<file path="config.mk">
export PLATFORM = sky130hd
export DESIGN_NAME = dcache_xroute
export DESIGN_NICKNAME = d
export VERILOG_FILES = /design/src/rtl/dxr_pkg.sv /design/src/rtl/dxr_bank.sv /design/src/rtl/dxr_home_map.sv /design/src/rtl/dxr_remote_ctl.sv /design/src/rtl/dcache_xroute.sv
export SDC_FILE = /design/constraint.sdc
export NUM_CORES = 2
export LEC_CHECK = 0
export CORE_ASPECT_RATIO = 1.2
export CORE_UTILIZATION = 55
export CTS_CLUSTER_DIAMETER = 80
export DETAILED_ROUTE_END_ITERATION = 8
export GPL_TIMING_DRIVEN = 0
export HOLD_SLACK_MARGIN = 0.05
export PLACE_DENSITY_LB_ADDON = 0.05
export SLEW_MARGIN = 20
export SYNTH_ARGS = -nofsm -noshare
export SYNTH_HDL_FRONTEND = slang
export SYNTH_SLANG_ARGS = --single-unit
</file>
<file path="constraint.sdc">
create_clock -name clk -period 6.4 [get_ports clk]
set_input_delay 1.28 -clock clk [delete_from_list [all_inputs] [get_ports clk]]
set_output_delay 1.28 -clock clk [all_outputs]
set_load 0.02 [all_outputs]
</file>
<file path="src/rtl/dxr_pkg.sv">
package dxr_pkg;
   localparam int NCL = 2;

   typedef enum logic [2:0] {
      RS_IDLE,
      RS_DRAIN,
      RS_SEND,
      RS_WAIT,
      RS_REPLY
   } rs_state_e;
endpackage

</file>
<file path="src/rtl/dxr_bank.sv">
module dxr_bank #(
   parameter int DATA_W = 32,
   parameter int DEPTH  = 16,
   parameter int LAT    = 2,
   localparam int IDX_W = $clog2(DEPTH)
) (
   input  logic              clk,
   input  logic              rst_n,
   input  logic              in_valid,
   input  logic              in_we,
   input  logic              in_remote,
   input  logic [IDX_W-1:0]  in_idx,
   input  logic [DATA_W-1:0] in_wdata,
   output logic              out_valid,
   output logic              out_we,
   output logic              out_remote,
   output logic [DATA_W-1:0] out_data
);
   generate
      if (LAT < 1) begin : g_bad_lat
         $error("dxr_bank: LAT must be at least 1");
      end
      if (DEPTH < 2) begin : g_bad_depth
         $error("dxr_bank: DEPTH must be at least 2");
      end
   endgenerate

   logic [DATA_W-1:0] mem [DEPTH];
   logic [LAT-1:0]    v_q, we_q, rm_q;
   logic [DATA_W-1:0] d_q [LAT];

   always_ff @(posedge clk) begin
      if (!rst_n) begin
         for (int i = 0; i < DEPTH; i++) mem[i] <= '0;
      end else if (in_valid && in_we) begin
         mem[in_idx] <= in_wdata;
      end
   end

   always_ff @(posedge clk) begin
      if (!rst_n) begin
         v_q[0]  <= 1'b0;
         we_q[0] <= 1'b0;
         rm_q[0] <= 1'b0;
         d_q[0]  <= '0;
      end else begin
         v_q[0]  <= in_valid;
         we_q[0] <= in_we;
         rm_q[0] <= in_remote;
         d_q[0]  <= in_we ? '0 : mem[in_idx];
      end
   end

   generate
      for (genvar g = 1; g < LAT; g++) begin : g_stage
         always_ff @(posedge clk) begin
            if (!rst_n) begin
               v_q[g]  <= 1'b0;
               we_q[g] <= 1'b0;
               rm_q[g] <= 1'b0;
               d_q[g]  <= '0;
            end else begin
               v_q[g]  <= v_q[g-1];
               we_q[g] <= we_q[g-1];
               rm_q[g] <= rm_q[g-1];
               d_q[g]  <= d_q[g-1];
            end
         end
      end
   endgenerate

   assign out_valid  = v_q[LAT-1];
   assign out_we     = we_q[LAT-1];
   assign out_remote = rm_q[LAT-1];
   assign out_data   = d_q[LAT-1];

   // an accepted store is present in storage on the next cycle
   assert_store_lands_R3: assert property (@(posedge clk) disable iff (!rst_n)
      (in_valid && in_we) |=> (mem[$past(in_idx)] == $past(in_wdata)));
endmodule

</file>
<file path="src/rtl/dxr_home_map.sv">
module dxr_home_map #(
   parameter logic [1:0] POP_MASK = 2'b11
) (
   input  logic [1:0] addr_msb,
   output logic [1:0] home
);
   generate
      if (POP_MASK == 2'b11) begin : g_split
         assign home = addr_msb;
      end else if (POP_MASK == 2'b01) begin : g_only0
         logic unused_msb;
         assign unused_msb = ^addr_msb;
         assign home = 2'b00;
      end else if (POP_MASK == 2'b10) begin : g_only1
         logic unused_msb;
         assign unused_msb = ^addr_msb;
         assign home = 2'b11;
      end else begin : g_none
         $error("dxr_home_map: at least one module must be populated");
      end
   endgenerate
endmodule

</file>
<file path="src/rtl/dxr_remote_ctl.sv">
module dxr_remote_ctl
   import dxr_pkg::*;
#(
   parameter int DATA_W = 32,
   parameter int IDX_W  = 4,
   parameter int CNT_W  = 3
) (
   input  logic                   clk,
   input  logic                   rst_n,
   input  logic [1:0]             want,
   input  logic [1:0]             req_we,
   input  logic [1:0]             req_home,
   input  logic [1:0][IDX_W-1:0]  req_idx,
   input  logic [1:0][DATA_W-1:0] req_wdata,
   input  logic [CNT_W-1:0]       xbus_inflight,
   input  logic [1:0]             rrsp_valid,
   input  logic [1:0][DATA_W-1:0] rrsp_data,
   output logic [1:0]             grant,
   output logic                   busy,
   output logic                   send_valid,
   output logic                   send_bank,
   output logic                   send_we,
   output logic [IDX_W-1:0]       send_idx,
   output logic [DATA_W-1:0]      send_wdata,
   output logic                   reply_valid,
   output logic                   reply_cl,
   output logic                   reply_ack,
   output logic [DATA_W-1:0]      reply_data
);
   rs_state_e         state_q;
   logic              cl_q, bank_q, we_q, pick;
   logic [IDX_W-1:0]  idx_q;
   logic [DATA_W-1:0] wdata_q, data_q;

   // cluster 1 wins a tie
   assign pick  = want[1];
   assign grant = (state_q == RS_IDLE && |want) ? (2'b01 << pick) : 2'b00;

   always_ff @(posedge clk) begin
      if (!rst_n) begin
         state_q <= RS_IDLE;
         cl_q    <= 1'b0;
         bank_q  <= 1'b0;
         we_q    <= 1'b0;
         idx_q   <= '0;
         wdata_q <= '0;
         data_q  <= '0;
      end else begin
         case (state_q)
            RS_IDLE: if (|want) begin
               cl_q    <= pick;
               bank_q  <= req_home[pick];
               we_q    <= req_we[pick];
               idx_q   <= req_idx[pick];
               wdata_q <= req_wdata[pick];
               state_q <= RS_DRAIN;
            end
            RS_DRAIN: if (xbus_inflight == '0) state_q <= RS_SEND;
            RS_SEND:  state_q <= RS_WAIT;
            RS_WAIT: if (rrsp_valid[bank_q]) begin
               data_q  <= rrsp_data[bank_q];
               state_q <= RS_REPLY;
            end
            RS_REPLY: state_q <= RS_IDLE;
            default:  state_q <= RS_IDLE;
         endcase
      end
   end

   assign busy        = (state_q == RS_DRAIN) || (state_q == RS_SEND) ||
                        (state_q == RS_WAIT);
   assign send_valid  = (state_q == RS_SEND);
   assign send_bank   = bank_q;
   assign send_we     = we_q;
   assign send_idx    = idx_q;
   assign send_wdata  = wdata_q;
   assign reply_valid = (state_q == RS_REPLY);
   assign reply_cl    = cl_q;
   assign reply_ack   = we_q;
   assign reply_data  = data_q;

   // the crossing request leaves only after the bus was seen empty
   assert_send_after_drain_R5: assert property (@(posedge clk) disable iff (!rst_n)
      (state_q == RS_SEND) |-> ($past(xbus_inflight) == '0));

   // the freeze ends only together with the answer to the requester
   assert_release_with_reply_R6: assert property (@(posedge clk) disable iff (!rst_n)
      $fell(busy) |-> reply_valid);

   // a tie between crossing requests is awarded to cluster 1
   assert_tie_to_cluster1_R8: assert property (@(posedge clk) disable iff (!rst_n)
      (state_q == RS_IDLE && want == 2'b11) |=> (cl_q == 1'b1));
endmodule

</file>
<file path="src/rtl/dcache_xroute.sv">
module dcache_xroute
   import dxr_pkg::*;
#(
   parameter int         ADDR_W   = 12,
   parameter int         DATA_W   = 32,
   parameter int         DEPTH    = 16,
   parameter int         LAT0     = 2,
   parameter int         LAT1     = 4,
   parameter int         CNT_W    = 3,
   parameter logic [1:0] POP_MASK = 2'b11,
   localparam int        IDX_W    = $clog2(DEPTH)
) (
   input  logic                   clk,
   input  logic                   rst_n,
   input  logic [1:0]             req_valid,
   input  logic [1:0]             req_we,
   input  logic [1:0][ADDR_W-1:0] req_addr,
   input  logic [1:0][DATA_W-1:0] req_wdata,
   input  logic [CNT_W-1:0]       xbus_inflight,
   output logic [1:0]             stall,
   output logic [1:0]             rsp_valid,
   output logic [1:0]             rsp_ack,
   output logic [1:0][DATA_W-1:0] rsp_data
);
   generate
      if (ADDR_W <= IDX_W) begin : g_bad_addr
         $error("dcache_xroute: ADDR_W must exceed the index width");
      end
      if ((1 << IDX_W) != DEPTH) begin : g_bad_depth
         $error("dcache_xroute: DEPTH must be a power of two");
      end
   endgenerate

   logic                   unused_addr_bits;
   logic [1:0]             addr_msb, home, remote, local_go, grant;
   logic [1:0][IDX_W-1:0]  req_idx;
   logic                   busy, send_valid, send_bank, send_we;
   logic [IDX_W-1:0]       send_idx;
   logic [DATA_W-1:0]      send_wdata;
   logic                   reply_valid, reply_cl, reply_ack;
   logic [DATA_W-1:0]      reply_data;
   logic [1:0]             bk_v, bk_we, bk_rm;
   logic [1:0][DATA_W-1:0] bk_data;
   logic [1:0]             bk_in_v, bk_in_rm;

   assign unused_addr_bits = ^req_addr;

   for (genvar c = 0; c < NCL; c++) begin : g_decode
      assign addr_msb[c] = req_addr[c][ADDR_W-1];
      assign req_idx[c]  = req_addr[c][IDX_W-1:0];
      assign remote[c]   = (home[c] != 1'(c));
      assign local_go[c] = req_valid[c] && !remote[c] && !busy;
      assign stall[c]    = busy || (req_valid[c] && remote[c] && !grant[c]);
   end

   dxr_home_map #(.POP_MASK(POP_MASK)) u_home_map (
      .addr_msb (addr_msb),
      .home     (home)
   );

   dxr_remote_ctl #(.DATA_W(DATA_W), .IDX_W(IDX_W), .CNT_W(CNT_W)) u_remote_ctl (
      .clk           (clk),
      .rst_n         (rst_n),
      .want          (req_valid & remote),
      .req_we        (req_we),
      .req_home      (home),
      .req_idx       (req_idx),
      .req_wdata     (req_wdata),
      .xbus_inflight (xbus_inflight),
      .rrsp_valid    (bk_v & bk_rm),
      .rrsp_data     (bk_data),
      .grant         (grant),
      .busy          (busy),
      .send_valid    (send_valid),
      .send_bank     (send_bank),
      .send_we       (send_we),
      .send_idx      (send_idx),
      .send_wdata    (send_wdata),
      .reply_valid   (reply_valid),
      .reply_cl      (reply_cl),
      .reply_ack     (reply_ack),
      .reply_data    (reply_data)
   );

   for (genvar c = 0; c < NCL; c++) begin : g_bank
      assign bk_in_rm[c] = send_valid && (send_bank == 1'(c));
      assign bk_in_v[c]  = local_go[c] || bk_in_rm[c];

      if (POP_MASK[c]) begin : g_present
         dxr_bank #(
            .DATA_W (DATA_W),
            .DEPTH  (DEPTH),
            .LAT    ((c == 0) ? LAT0 : LAT1)
         ) u_bank (
            .clk        (clk),
            .rst_n      (rst_n),
            .in_valid   (bk_in_v[c]),
            .in_we      (bk_in_rm[c] ? send_we    : req_we[c]),
            .in_remote  (bk_in_rm[c]),
            .in_idx     (bk_in_rm[c] ? send_idx   : req_idx[c]),
            .in_wdata   (bk_in_rm[c] ? send_wdata : req_wdata[c]),
            .out_valid  (bk_v[c]),
            .out_we     (bk_we[c]),
            .out_remote (bk_rm[c]),
            .out_data   (bk_data[c])
         );
      end else begin : g_absent
         assign bk_v[c]    = 1'b0;
         assign bk_we[c]   = 1'b0;
         assign bk_rm[c]   = 1'b0;
         assign bk_data[c] = '0;
      end
   end

   for (genvar c = 0; c < NCL; c++) begin : g_rsp
      logic own_rsp, far_rsp;
      assign own_rsp      = bk_v[c] && !bk_rm[c];
      assign far_rsp      = reply_valid && (reply_cl == 1'(c));
      assign rsp_valid[c] = own_rsp || far_rsp;
      assign rsp_ack[c]   = own_rsp ? bk_we[c]   : (far_rsp && reply_ack);
      assign rsp_data[c]  = own_rsp ? bk_data[c] : (far_rsp ? reply_data : '0);

      // a local answer never lands in the same cycle as a crossing answer
      assert_no_rsp_clash_R2: assert property (@(posedge clk) disable iff (!rst_n)
         !(own_rsp && far_rsp));
   end

   // while a crossing is in progress no request of either cluster reaches a module from the cluster side
   assert_frozen_no_local_R7: assert property (@(posedge clk) disable iff (!rst_n)
      (stall == 2'b11) |-> !(|(bk_in_v & ~bk_in_rm)));
endmodule

</file>
### Word level (Yosys, flattened, before mapping)

Memory sizes are Yosys's and may differ from the RTL's.
Index checks and enable logic that the tools add are counted.

| word-level totals | value |
|---|---|
| logic and storage cells | 142 |
| register bits | 92 |
| memory bits (writable) | 1216 |
| output and inout bits | 70 |
| input port bits | 97 |
| memories kept | 4 |

| operators by class | value |
|---|---|
| mux-type cells | 51 |
| eq/ne operators | 7 |
| bitwise logic cells | 11 |
| shift operators | 1 |
| reduce and logical (&&, ||, !) cells | 41 |
| order comparisons | 2 |

Memories:

| name | depth | bits a word | read ports | clocked after memory_dff | wr ports | RTL line | source |
|---|---|---|---|---|---|---|---|
| g_bank[0].g_present.u_bank.mem | 16 | 32 | 1 | 0 | 16 | dxr_bank.sv:28 | `logic [DATA_W-1:0] mem [DEPTH];` |
| g_bank[1].g_present.u_bank.mem | 16 | 32 | 1 | 0 | 16 | dxr_bank.sv:28 |  |
| g_bank[1].g_present.u_bank.d_q | 4 | 32 | 4 | 0 | 4 | dxr_bank.sv:30 | `logic [DATA_W-1:0] d_q [LAT];` |
| g_bank[0].g_present.u_bank.d_q | 2 | 32 | 2 | 0 | 2 | dxr_bank.sv:30 |  |

Operators with widths:

| cell | number |
|---|---|
| $mux W32 | 20 |
| $reduce_or A32 Y1 | 2 |
| $mux W4 | 6 |
| $mux W1 | 20 |
| $logic_and A1 B1 Y1 | 19 |
| $pmux W3 S4 | 1 |
| $mux W3 | 3 |
| $logic_or A1 B1 Y1 | 8 |
| $eq A3 B2 Y1 const B | 2 |
| $logic_not A1 Y1 | 6 |
| $logic_not A3 Y1 | 2 |
| $or A1 B1 Y1 | 6 |
| $and A2 B2 Y2 | 2 |
| $lt A1 B2 Y1 const B | 2 |
| $ne A2 B1 Y1 const B | 2 |
| $reduce_and A2 Y1 | 2 |
| $eq A3 B1 Y1 const B | 1 |
| $eq A3 B3 Y1 const B | 1 |
| $not A1 Y1 | 3 |
| $reduce_and A3 Y1 | 1 |
| $mux W2 | 1 |
| $ne A2 B2 Y1 const B | 1 |
| $reduce_or A2 Y1 | 1 |
| $shl A1 B1 Y2 const A | 1 |

### Logic depth before layout (Yosys ltp)

| depth | value |
|---|---|
| depth after elaboration | 12 |
| gate-level depth with buffers | 10 |
| gate-level depth less buffers | 5 |

### Hierarchy

A second synthesis with hierarchy kept.

| unflattened totals | value |
|---|---|
| cells, all modules | 4079 |
| area total of the unflattened synthesis | 58048.2 um^2 |

By module, submodules not included:

| module | cells an instance | times used | area each (um^2) | sequential area each (um^2) |
|---|---|---|---|---|
| dxr_bank at g_bank[1].g_present.u_bank | 1822 | 1 | 27128.5 | 18177.4 |
| dxr_bank at g_bank[0].g_present.u_bank | 1641 | 1 | 25077.8 | 16776.1 |
| dxr_remote_ctl | 353 | 1 | 3477.1 | 1481.4 |
| dcache_xroute | 261 | 1 | 2349.8 | 0.0 |
| dxr_home_map | 2 | 1 | 15.0 | 0.0 |

### Worst setup path before layout

No wires, ideal clock.

| timing path | value |
|---|---|
| kind | input -> output |
| start point | input req_addr[23] (netlist name) |
| end point | output stall[1] |
| buffers on the path | 3 |
| path slack | 2698 ps |
| data required time | 5120 ps |
| stages on the path | 5 |
| arrival time | 2422 ps |
| cells stage by stage | nand2b_1 > clkbuf_1 > clkbuf_1 > clkbuf_1 > o21ai_0 |

| on the way | value |
|---|---|
| word-level cells in the longest chain between the ends | 8 |
| elaborated cells between the ends (all ways) | 10 |

RTL lines:

| element | RTL line | source |
|---|---|---|
| from (decl) | dcache_xroute.sv:17 | `input logic [1:0][ADDR_W-1:0] req_addr,` |
| $not A1 Y1 (*) | dcache_xroute.sv:51 | `assign remote[c] = (home[c] != 1'(c));` |
| $and A2 B2 Y2 | dcache_xroute.sv:64 | `.want (req_valid & remote),` |
| $reduce_or A2 Y1 | dxr_remote_ctl.sv:37 | `assign grant = (state_q == RS_IDLE && \|want) ? (2'b01 << pick) : 2'b00;` |
| $logic_and A1 B1 Y1 | dxr_remote_ctl.sv:37 |  |
| $mux W2 | dxr_remote_ctl.sv:37 |  |
| $logic_not A1 Y1 | dcache_xroute.sv:53 | `assign stall[c] = busy \|\| (req_valid[c] && remote[c] && !grant[c]);` |
| $logic_and A1 B1 Y1 (*) | dcache_xroute.sv:53 |  |
| $logic_or A1 B1 Y1 (*) | dcache_xroute.sv:53 |  |
| to (decl) | dcache_xroute.sv:20 | `output logic [1:0] stall,` |

Mark *: on every way between the ends. The rest lies on a longest branch, timed or not.

### Final worst setup path

Same ends and word-level chain as after synthesis.

==> impl_metrics.yaml <==
pwr:
  p_leak_nw: 22.4
  ir_drop_v: 0.000252
  power.density_mw_per_mm2: 296
outcome:
  violations: "DRC"
  outcome: "finished, violations left"
critical_path:
  crit_fanout: 10
  worstReg2RegStart: "u_remote_ctl.send_bank"
  endpoint_kind: "output pin"
  cp_common_cell: "clkbuf_1"
  worst_setup_path_start_kind: "input port"
  critical_path_class: "input port to output pin"
  arrival_ns: 4.31
  worstSetupStartpoint: "req_addr[23]"
  path_cells: "clkdlybuf4s50_1 -> nand2b_1 -> clkbuf_1 -> clkbuf_1 -> clkbuf_1 -> o21ai_0 -> clkdlybuf4s50_1"
  slowest_delay_ns: 0.66
  cpMaxStageDelayCell: "clkbuf_1"
  critPathRequiredTime_ns: 5.12
floorplanning:
  start_util_pct: 55.7
  fp-row-count: 125
  die-height_um: 346
  io_pins: 167
  die_w_um: 288
  die_area_mm2: 0.0996
  core-area_mm2: 0.0971
synthesis:
  synth_area_leaders: "edfxtp_1 57%, mux2i_1 11%, dfxtp_1 11%, nor2_1 7.4%, o22ai_1 3.4%"
  syn_avg_cell_area_um2: 12.5
  synth_seq_area_share_pct: 67.4
  synth_edf_count: 1024
  yosysTopAreaCell: "edfxtp_1"
  async_flop_share_pct: 0
  synthTopCellsByCount: "1070 x nor2_1, 1024 x edfxtp_1, 616 x mux2i_1"
  synthDistinctLibCells: 45
  yosys_warnings: 0
  synth_top_area_share_pct: 56.9
  syn_area_mm2: 0.0541
  syn_nets: 4440
  syn-instance-count: 4343
  ys_ff_latch: 1308
  yosysMostFrequentCell: "nor2_1"
  ys.flop_type: "edfxtp_1"
sta:
  timing.hold.ws_ns: 0.424
  setup_viol: 0
  fin_crit_ns: 5.59
  hold_viol_final: 0
  finClkSkew_ns: 0.0258
  relSlewSlack_pct: 22.4
  worst_pin_slew_ns: 1.16
  rsz0062_at_grt: "false"
  max_freq_ghz: 0.179
  finalCritPeriodShare_pct: 87.3
  slew_violations: 0
  fin_ws_ns: 0.810
  tns_ns: 0
placed_design:
  dpl.hpwl_um: 109000
  portBuffers: 147
  place_ws_ns: 0.801
  place_congestion: 0.912
routing:
  ant_nets: 0
  vias: 34200
  vias_per_cell: 5.69
  drt-initial-drc-count: 2545
  wl_per_cell_um: 23.1
  first_pass_iters: 9
  route.detailed.drc: 14
  wl_um: 139000
flow_run:
  drv_cap: 0
global_routing:
  grt_pass1_wl_um: 207000
  grt_start_max_net_pins: 33
  overflow: 0
  track_usage_pct: 28.1
  antenna_found_initial: 5
  grt_pass1_vias: 34500
cts:
  htreeDepth: 4
  cts_buffer_depth: 3
  numCtsBuffers: 133
  post_cts_buffers: 0
  cts_hold_buf: 0
  clk_latency_ns: 0.73
  cts.clk_slew.worst_paths_ns: 0.06
  root_buffer: "clkbuf_16"
  cts.repair.resized: 0
  tritoncts: "done"
  clock-sinks: 1308
cells_and_area:
  area_growth_pct: 14.0
  multi_input_area_mm2: 0.0161
  fillers: 7657
  nets: 4733
  seq_area_mm2: 0.0364
  drive_gt1_share_pct: 7.39
worst_hold_path:
  hp-start: "g_bank[1].g_present.u_bank.d_q[2][26]"
  hold_path_class: "flip-flop to flip-flop"
logic make-up after synthesis:
group,after synthesis,share of synthesized area [%]
AND/OR/NAND/NOR,1483,11.2
flip-flops,1308,67.4
multiplexers,620,11.5
AO/OA/AOI/OAI,556,6.81
buffers and inverters,375,3.11
XOR/XNOR,1,0.0162
per-stage QoR:
step	instances	power, W	util (%)	area, um^2
after floorplan	4343	0.0104	-	54100
after global placement	5760	0.0108	58.8	57100
after detailed placement	5771	0.0109	59.1	57400
after CTS	6008	0.0183	63.5	61600
after global routing	6009	0.0187	63.5	61700
final	6013	0.0182	63.5	61700
layer usage:
layer | part of all wire (%) | up-vias | GRT usage, % | wire [um]
li1 | - | 16200 | - | -
met4 | 3.7 | 2 | 11.5 | 5210
met1 | 38 | 16800 | 33.3 | 52500
met3 | 5.9 | 254 | 3.93 | 8190
met5 | 0.013 | - | 0 | 18
met2 | 53 | 990 | 50.8 | 73100
state kept, by name (all words and copies together) (netlist names), 3 cells and up:
register / flops
g_bank.g_present.u_bank.d_q: 192
g_bank.g_present.u_bank.mem: 1024
g_bank.g_present.u_bank.rm_q: 4
g_bank.g_present.u_bank.v_q: 4
g_bank.g_present.u_bank.we_q: 4
u_remote_ctl.reply_data: 32
u_remote_ctl.send_idx: 4
u_remote_ctl.send_wdata: 32
u_remote_ctl.state_q: 3
layout make-up:
class,instances,area share (%)
antenna,5,0.0203
tap,1270,2.58
buffer,368,2.69
sequential,1308,59.1
clock buffer,190,6.19
multi-input combinational,2660,26.0
clock inverter,47,0.617
inverter,7,0.0426
timing repair buffer,158,2.74
report_power, final:
group | leakage [nW] | total, W | switching (W) | internal, W
clock | 2.05 | 0.00756 | 0.00317 | 0.00439
sequential | 12.9 | 0.00953 | 0.0000959 | 0.00943
combinational | 7.44 | 0.00115 | 0.000781 | 0.000372
total | 22.4 | 0.0182 | 0.00404 | 0.0142
worst max-delay path: cells and delay by family:
| kind | cells | cell delay, ns |
|---|---|---|
| buffers and inverters | 5 | 2.51 |
| AO/OA/AOI/OAI | 1 | 0.39 |
| AND/OR/NAND/NOR | 1 | 0.13 |
layout by cell type, fill, tap and decap left out, drive strengths merged, types with 144 or more instances in the layout:
cell / count
and2: 146
buf: 144
clkbuf: 425
clkdlybuf4s50: 147
dfxtp: 284
edfxtp: 1024
mux2i: 616
nand2: 223
nor2: 1074
o22ai: 295
worst paths after layout:
| check | slack [ns] | endpoint | depth (start not counted) |
|---|---|---|---|
| worst max-delay path | 0.81 | stall[1] | 7 |
| worst min-delay path | 0.42 | g_bank[1].g_present.u_bank.d_q[3][26] | 1 |
| worst max register to register | 2.25 | g_bank[1].g_present.u_bank.mem[1][6] | 8 |
| worst min register to register | 0.42 | g_bank[1].g_present.u_bank.d_q[3][26] | 1 |
(Power assumes the default switching activity.)
